$ cat src/rtl/xbs_pkg.sv
package xbs_pkg;

  localparam int MC_CLKS = 12;                 // clocks per machine cycle
  localparam int PH_W    = $clog2(MC_CLKS);
  localparam int ADDR_W  = 16;
  localparam int BYTE_W  = 8;

  // phase positions inside a machine cycle (decoder view)
  localparam int PH_LAST    = MC_CLKS - 1;
  localparam int PH_ALE_A   = 1;
  localparam int PH_ALE_B   = 7;
  localparam int ALE_LEN    = 2;
  localparam int PH_ADR_END = 2;
  localparam int PH_HALF    = MC_CLKS / 2;
  localparam int HALF_ADR   = 3;
  localparam int PH_PS_A    = 3;
  localparam int PH_PS_B    = 9;
  localparam int PS_LEN     = 3;
  localparam int PH_STB     = 4;
  localparam int STB_LEN    = 3;
  localparam int PH_CAP     = PH_STB + STB_LEN;

  typedef enum logic [2:0] {
    CK_NOP, CK_FINT, CK_FEXT, CK_DRD, CK_DWR
  } cyc_kind_e;

  typedef struct packed {
    logic              ale;
    logic              psen_n;
    logic              rd_n;
    logic              wr_n;
    logic              oe;
    logic [BYTE_W-1:0] ad;
    logic [BYTE_W-1:0] hi;
    logic              hi_ld;
    logic              cap;
  } bus_drv_t;

  function automatic logic in_win(input logic [PH_W-1:0] ph, input int st, input int len);
    return (int'(ph) >= st) && (int'(ph) < st + len);
  endfunction

endpackage

$ cat src/rtl/xbs_rst_filter.sv
module xbs_rst_filter #(
  parameter int RST_CLKS = 24
) (
  input  logic clk,
  input  logic rst_n,
  input  logic rst_pin,
  output logic core_rst_d,
  output logic core_rst_q
);
  localparam int CW = $clog2(RST_CLKS + 1);
  localparam logic [CW-1:0] LIM    = CW'(RST_CLKS);
  localparam logic [CW-1:0] LIM_M1 = CW'(RST_CLKS - 1);

  logic [CW-1:0] cnt_q, cnt_d;

  always_comb begin
    if (!rst_pin)          cnt_d = '0;
    else if (cnt_q == LIM) cnt_d = cnt_q;
    else                   cnt_d = cnt_q + 1'b1;
    core_rst_d = rst_pin && (cnt_q >= LIM_M1);
  end

  always_ff @(posedge clk or negedge rst_n) begin
    if (!rst_n) begin
      cnt_q      <= '0;
      core_rst_q <= 1'b0;
    end else begin
      cnt_q      <= cnt_d;
      core_rst_q <= core_rst_d;
    end
  end
endmodule

$ cat src/rtl/xbs_cycle_ctl.sv
module xbs_cycle_ctl
  import xbs_pkg::*;
#(
  parameter logic [ADDR_W-1:0] INT_TOP = 16'h0FFF
) (
  input  logic              clk,
  input  logic              rst_n,
  input  logic              core_rst,
  input  logic              ext_en,
  input  logic [ADDR_W-1:0] pc,
  input  logic              fetch_req,
  input  logic              rd_req,
  input  logic              wr_req,
  input  logic [ADDR_W-1:0] dm_addr,
  input  logic [BYTE_W-1:0] dm_wdata,
  output logic [PH_W-1:0]   phase,
  output cyc_kind_e         kind,
  output logic [ADDR_W-1:0] addr0,
  output logic [ADDR_W-1:0] addr1,
  output logic [BYTE_W-1:0] wdat,
  output logic              cyc_end
);
  localparam logic [PH_W-1:0] LAST = PH_W'(PH_LAST);

  logic [PH_W-1:0]   ph_q, ph_d;
  cyc_kind_e         kind_q, kind_d;
  logic [ADDR_W-1:0] a0_q, a0_d, a1_q, a1_d;
  logic [BYTE_W-1:0] wd_q, wd_d;
  logic              ld_en, fetch_ext;

  assign fetch_ext = !ext_en || (pc > INT_TOP);
  assign ld_en     = (ph_q == LAST) && !core_rst;

  always_comb begin
    ph_d   = core_rst ? LAST : ((ph_q == LAST) ? '0 : ph_q + 1'b1);
    kind_d = kind_q;
    a0_d   = a0_q;
    a1_d   = a1_q;
    wd_d   = wd_q;
    if (core_rst) begin
      kind_d = CK_NOP;
    end else if (ld_en) begin
      a1_d = pc + 1'b1;
      wd_d = dm_wdata;
      if (rd_req || wr_req) a0_d = dm_addr;
      else                  a0_d = pc;
      if (rd_req)         kind_d = CK_DRD;
      else if (wr_req)    kind_d = CK_DWR;
      else if (fetch_req) kind_d = fetch_ext ? CK_FEXT : CK_FINT;
      else                kind_d = CK_NOP;
    end
  end

  always_ff @(posedge clk or negedge rst_n) begin
    if (!rst_n) begin
      ph_q   <= LAST;
      kind_q <= CK_NOP;
      a0_q   <= '0;
      a1_q   <= '0;
      wd_q   <= '0;
    end else begin
      ph_q   <= ph_d;
      kind_q <= kind_d;
      a0_q   <= a0_d;
      a1_q   <= a1_d;
      wd_q   <= wd_d;
    end
  end

  assign phase   = ph_q;
  assign kind    = kind_q;
  assign addr0   = a0_q;
  assign addr1   = a1_q;
  assign wdat    = wd_q;
  assign cyc_end = (ph_q == LAST);
endmodule

$ cat src/rtl/xbs_strobe_dec.sv
module xbs_strobe_dec
  import xbs_pkg::*;
(
  input  logic [PH_W-1:0]   phase,
  input  cyc_kind_e         kind,
  input  logic [ADDR_W-1:0] addr0,
  input  logic [ADDR_W-1:0] addr1,
  input  logic [BYTE_W-1:0] wdat,
  output bus_drv_t          drv
);
  logic is_data, ale_a, ale_b, adr_ph, upper;

  always_comb begin
    is_data = (kind == CK_DRD) || (kind == CK_DWR);
    ale_a   = in_win(phase, PH_ALE_A, ALE_LEN);
    ale_b   = in_win(phase, PH_ALE_B, ALE_LEN);
    adr_ph  = int'(phase) <= PH_ADR_END;
    upper   = int'(phase) >= PH_HALF;

    drv        = '0;
    drv.psen_n = 1'b1;
    drv.rd_n   = 1'b1;
    drv.wr_n   = 1'b1;
    drv.ale    = (kind != CK_NOP || int'(phase) != PH_LAST) &&
                 (ale_a || (ale_b && !is_data));

    unique case (kind)
      CK_FEXT: begin
        drv.psen_n = !(in_win(phase, PH_PS_A, PS_LEN) || in_win(phase, PH_PS_B, PS_LEN));
        drv.oe     = adr_ph || in_win(phase, PH_HALF, HALF_ADR);
        drv.ad     = upper ? addr1[BYTE_W-1:0]      : addr0[BYTE_W-1:0];
        drv.hi     = upper ? addr1[ADDR_W-1:BYTE_W] : addr0[ADDR_W-1:BYTE_W];
        drv.hi_ld  = 1'b1;
      end
      CK_DRD: begin
        drv.oe    = adr_ph;
        drv.ad    = addr0[BYTE_W-1:0];
        drv.rd_n  = !in_win(phase, PH_STB, STB_LEN);
        drv.hi    = addr0[ADDR_W-1:BYTE_W];
        drv.hi_ld = 1'b1;
        drv.cap   = (int'(phase) == PH_CAP);
      end
      CK_DWR: begin
        drv.oe    = 1'b1;
        drv.ad    = adr_ph ? addr0[BYTE_W-1:0] : wdat;
        drv.wr_n  = !in_win(phase, PH_STB, STB_LEN);
        drv.hi    = addr0[ADDR_W-1:BYTE_W];
        drv.hi_ld = 1'b1;
      end
      default: ;
    endcase
  end
endmodule

$ cat src/rtl/xbus_strobe_seq.sv
module xbus_strobe_seq
  import xbs_pkg::*;
#(
  parameter logic [15:0] INT_TOP = 16'h0FFF,
  parameter int          RST_MC  = 2
) (
  input  logic        clk,
  input  logic        rst_n,
  input  logic        rst_pin,
  input  logic        ext_en,
  input  logic [15:0] pc,
  input  logic        fetch_req,
  input  logic        rd_req,
  input  logic        wr_req,
  input  logic [15:0] dm_addr,
  input  logic [7:0]  dm_wdata,
  input  logic [7:0]  ad_in,
  output logic        ale,
  output logic        psen_n,
  output logic        rd_n,
  output logic        wr_n,
  output logic [7:0]  ad_out,
  output logic        ad_oe,
  output logic [7:0]  addr_hi,
  output logic [7:0]  rd_data,
  output logic        rd_valid,
  output logic        cyc_end,
  output logic        core_rst
);
  localparam int RST_CLKS = RST_MC * MC_CLKS;

  logic              crst_d;
  logic [PH_W-1:0]   phase;
  cyc_kind_e         kind;
  logic [ADDR_W-1:0] addr0, addr1;
  logic [BYTE_W-1:0] wdat;
  bus_drv_t          drv;

  xbs_rst_filter #(.RST_CLKS(RST_CLKS)) u_rst (
    .clk(clk), .rst_n(rst_n), .rst_pin(rst_pin),
    .core_rst_d(crst_d), .core_rst_q(core_rst)
  );

  xbs_cycle_ctl #(.INT_TOP(INT_TOP)) u_ctl (
    .clk(clk), .rst_n(rst_n), .core_rst(crst_d), .ext_en(ext_en), .pc(pc),
    .fetch_req(fetch_req), .rd_req(rd_req), .wr_req(wr_req),
    .dm_addr(dm_addr), .dm_wdata(dm_wdata),
    .phase(phase), .kind(kind), .addr0(addr0), .addr1(addr1),
    .wdat(wdat), .cyc_end(cyc_end)
  );

  xbs_strobe_dec u_dec (
    .phase(phase), .kind(kind), .addr0(addr0), .addr1(addr1),
    .wdat(wdat), .drv(drv)
  );

  // registered pin stage
  logic              ale_q, ale_d, psen_q, psen_d, rd_q, rd_d, wr_q, wr_d;
  logic              oe_q, oe_d, vld_q, vld_d;
  logic [BYTE_W-1:0] ad_q, ad_d, hi_q, hi_d, rdat_q, rdat_d;

  always_comb begin
    ale_d  = !crst_d && drv.ale;
    psen_d =  crst_d || drv.psen_n;
    rd_d   =  crst_d || drv.rd_n;
    wr_d   =  crst_d || drv.wr_n;
    oe_d   = !crst_d && drv.oe;
    ad_d   = crst_d ? '0 : drv.ad;
    hi_d   = (!crst_d && drv.hi_ld) ? drv.hi : hi_q;
    vld_d  = !crst_d && drv.cap;
    rdat_d = (!crst_d && drv.cap) ? ad_in : rdat_q;
  end

  always_ff @(posedge clk or negedge rst_n) begin
    if (!rst_n) begin
      ale_q  <= 1'b0;
      psen_q <= 1'b1;
      rd_q   <= 1'b1;
      wr_q   <= 1'b1;
      oe_q   <= 1'b0;
      ad_q   <= '0;
      hi_q   <= '0;
      vld_q  <= 1'b0;
      rdat_q <= '0;
    end else begin
      ale_q  <= ale_d;
      psen_q <= psen_d;
      rd_q   <= rd_d;
      wr_q   <= wr_d;
      oe_q   <= oe_d;
      ad_q   <= ad_d;
      hi_q   <= hi_d;
      vld_q  <= vld_d;
      rdat_q <= rdat_d;
    end
  end

  assign ale      = ale_q;
  assign psen_n   = psen_q;
  assign rd_n     = rd_q;
  assign wr_n     = wr_q;
  assign ad_oe    = oe_q;
  assign ad_out   = ad_q;
  assign addr_hi  = hi_q;
  assign rd_valid = vld_q;
  assign rd_data  = rdat_q;
endmodule

$ cat config.mk
export PLATFORM = sky130hd
export DESIGN_NAME = xbus_strobe_seq
export DESIGN_NICKNAME = d
export VERILOG_FILES = /design/src/rtl/xbs_pkg.sv /design/src/rtl/xbs_rst_filter.sv /design/src/rtl/xbs_cycle_ctl.sv /design/src/rtl/xbs_strobe_dec.sv /design/src/rtl/xbus_strobe_seq.sv
export SDC_FILE = /design/constraint.sdc
export NUM_CORES = 1
export LEC_CHECK = 0
export BUFFER_PORTS_ARGS = -buffer_cell sky130_fd_sc_hd__buf_2
export CAP_MARGIN = 0
export CORE_MARGIN = 2
export CORE_UTILIZATION = 54
export DETAILED_ROUTE_END_ITERATION = 12
export PLACE_DENSITY = 0.76
export REMOVE_ABC_BUFFERS = 1
export SKIP_CTS_REPAIR_TIMING = 1
export SLEW_MARGIN = 10
export SYNTH_ARGS = -nofsm -noshare
export SYNTH_HDL_FRONTEND = slang
export SYNTH_SLANG_ARGS = --single-unit
$ cat constraint.sdc
create_clock -name clk -period 2.8 [get_ports clk]
set_input_delay 0.14 -clock clk [delete_from_list [all_inputs] [get_ports clk]]
set_output_delay 0.14 -clock clk [all_outputs]
set_load 0.02 [all_outputs]
==> metrics.txt <==
Syn-to-layout area delta 19.5%; DIE WIDTH 89.8 um; reg2reg start u_rst.cnt_q[0]; crit path time final 2.36 ns; Hold Violations, Final 77; Synth top area share 48.5%; crit path from u_rst.cnt_q[0]; Setup violations, final 0; outcome finished, violations left; Final ANT Viol Nets 0; synth top area cells dfrtp_1, mux2_2, mux2i_1; Yosys reg bits 83; RSZ-0062 raised after global routing no; DRC Markers 0; area leader, netlist dfrtp_1; worst hold path class in -> async; CTS tree done; sw frac 25.2%; R2R cell count 6; worst reg2reg endpoint rd_data[2]; worst-margin pin slew 1.00 ns; Post-synth EDFFs 0; Starting Density 55.4%; reg2reg setup slack 0.44 ns; commonest non-fill, non-tap cell in the layout buf_2; Synth cell types 46; critical path type reg -> reg; Die ar. 8070 sq um; type of destination of the critical path register; Max Cap Violations 0; core region area 7180 sq um; Peak Freq 0.424 GHz; Ant. Diodes 0; crit path to rd_data[2]; cell total after placement 544; crit-path cells ha_1 > a21oi_2 > or2_1 > inv_4 > or4_4 > mux2_4; Worst-path clk slew 0.08 ns; Final HPWL DP 5840 um; Layout Skew 0.0113 ns; internal power 2.07 mW; Die Span Y 89.8 um; largest net degree at the start of global routing 84; part of the power in registers 48.5%; htree depth 3; Syn Area/Cell 10.7 sq um; Leak 2.24 nW; final hold slack -0.0322 ns; Global Route Usage Sum 22.4%; Max Root-Sink Buffers 2; routed vias/inst 5.49; clock group share of total power 37.8%; Post-Synthesis Cells 370; CTS root buf clkbuf_8; vias 3077; # IOs 87; worst path arrival time 2.60 ns; Psw 697 uW; max incr delay on CP 0.64 ns; DR pass1 iterations 5; remaining global-route overflow 0; dominant synthesized flop cell dfrtp_1; synthesized area 3980 sq um; CTS Buf Count 9; Setup TNS 0 ns; Worst Setup Start Kind register; fin crit share 84.3%; Gate power share 13.7%; Num Clock Sinks 83; GPL Wtd Cong 0.843; Nets 517; CP max stage cell or4_4; Post-synth ARST share 100%; most frequent cells in the layout buf_2, dfrtp_1, nand2_1, o21ai_0, nor2_1; Max Transition Viols Final 0; failing checks negative hold slack; WP data required 3.04 ns; Rows 31; PortBufs 86; sequential-to-total area share from yosys stat 52.4%; Tot Pwr 2.76 mW; antenna violations before repair 0; crit-path max FO 9; layout cell share with drive strength beyond 1 31.2%; total wire length 8540 um; Synth warnings 0; worst slew margin relative to its limit 33.3%; Avg WL per Cell 15.2 um; PwrDens 582 nW/um^2; first-pass GRT wire length 14400 um; number of DRC markers in iteration 0 142; latest clock arrival within the worst-skew pair 0.36 ns; Non-Filler Instances 560; Worst VDD drop 0.311 mV; fillers 563; vias in the first global route 3024; Layout Utilization 66.2%
## critical path: cells and delay by family, from the launching register on
family | cells | cell delay (ns)
flip-flops | 1 | 0.39
adder cells (fa/ha/maj) | 1 | 0.25
buffers and inverters | 1 | 0.09
AND/OR/NAND/NOR | 2 | 0.95
multiplexers | 1 | 0.33
AO/OA/AOI/OAI | 1 | 0.23
## worst min-delay path by stage
stage               cells after the start  slack [ns]        endpoint
finish                                  1       -0.03  u_rst.cnt_q[3]
floorplan                               0       -0.16           ad_oe
CTS                                     1      -0.009   u_ctl.wdat[5]
detailed placement                      1        0.38  u_rst.cnt_q[3]
global route                            2       0.004      rd_data[5]
global placement                        2        0.37   u_ctl.wdat[4]
## per-layer routing
metal | global-route usage (%) | wire length, um | vias up
met2 | 33.6 | 4050 | 89
li1 | - | - | 1496
met5 | 0 | 0 | -
met3 | 4.02 | 421 | 13
met4 | 10.8 | 155 | 0
met1 | 31.8 | 3910 | 1479
## logic make-up after synthesis
| kind of cell | count (synthesis) | share of synthesized area [%] |
|---|---|---|
| AOI/OAI and AO/OA | 78 | 12.2 |
| and+or+nand+nor | 113 | 13.6 |
| buffers and inverters | 27 | 3.12 |
| muxes | 44 | 12.6 |
| adders and majority gates | 6 | 1.89 |
| xor gates and xnor gates | 19 | 4.19 |
| DFF | 83 | 52.4 |
## state kept, by name, indices dropped and copies added, names as in the netlist
signal and cells:
u_rst.core_rst_q 1, u_ctl.phase 4, u_ctl.addr0 16, u_rst.cnt_q 5, psen_n 1, wr_n 1
ad_oe 1, ale 1, addr_hi 8, u_ctl.wdat 8, rd_n 1, rd_data 8
rd_valid 1, u_ctl.addr1 16, u_ctl.kind 3, ad_out 8
## cell usage after synthesis, types with 5 or more instances
cell type and n:
mux2_4 8, nor4_1 5, a222oi_1 8, nor3_1 6
ha_1 6, xor2_1 5, dfstp_2 6, xnor2_1 14
clkbuf_1 10, a21oi_1 14, nand2_1 39, mux2_2 17
mux2i_1 19, dfrtp_1 77, nor2_1 26, inv_1 9
o21ai_0 35, nand3_1 11, a22oi_1 8
## area by class of cell
class | count | area, sq um | area share, %
Clock buffer | 12 | 145 | 3.06
Clock inverter | 4 | 97.6 | 2.05
Inverter | 10 | 40.0 | 0.843
Multi-Input combinational cell | 260 | 1780 | 37.5
Sequential cell | 83 | 2080 | 43.9
Tap cell | 99 | 124 | 2.61
Timing Repair Buffer | 92 | 478 | 10.1
## metrics by stage
step           instance area [sq um]  worst slack (ns)
2_1_floorplan                   3890            -0.568
3_3_place_gp                    4510             0.494
3_5_place_dp                    4510             0.461
4_1_cts                         4750             0.458
5_1_grt                         4750             0.339
6_report                        4750             0.441
## power groups by stage
stage	Clock (mW)	Combinational, mW	Sequential, mW
5_1_grt	1.10	0.421	1.35
3_5_place_dp	0	0.382	1.36
2_1_floorplan	0	0.162	1.41
6_report	1.04	0.379	1.34
3_3_place_gp	0	0.375	1.36
4_1_cts	1.05	0.384	1.34
(Power assumes the default switching activity.)
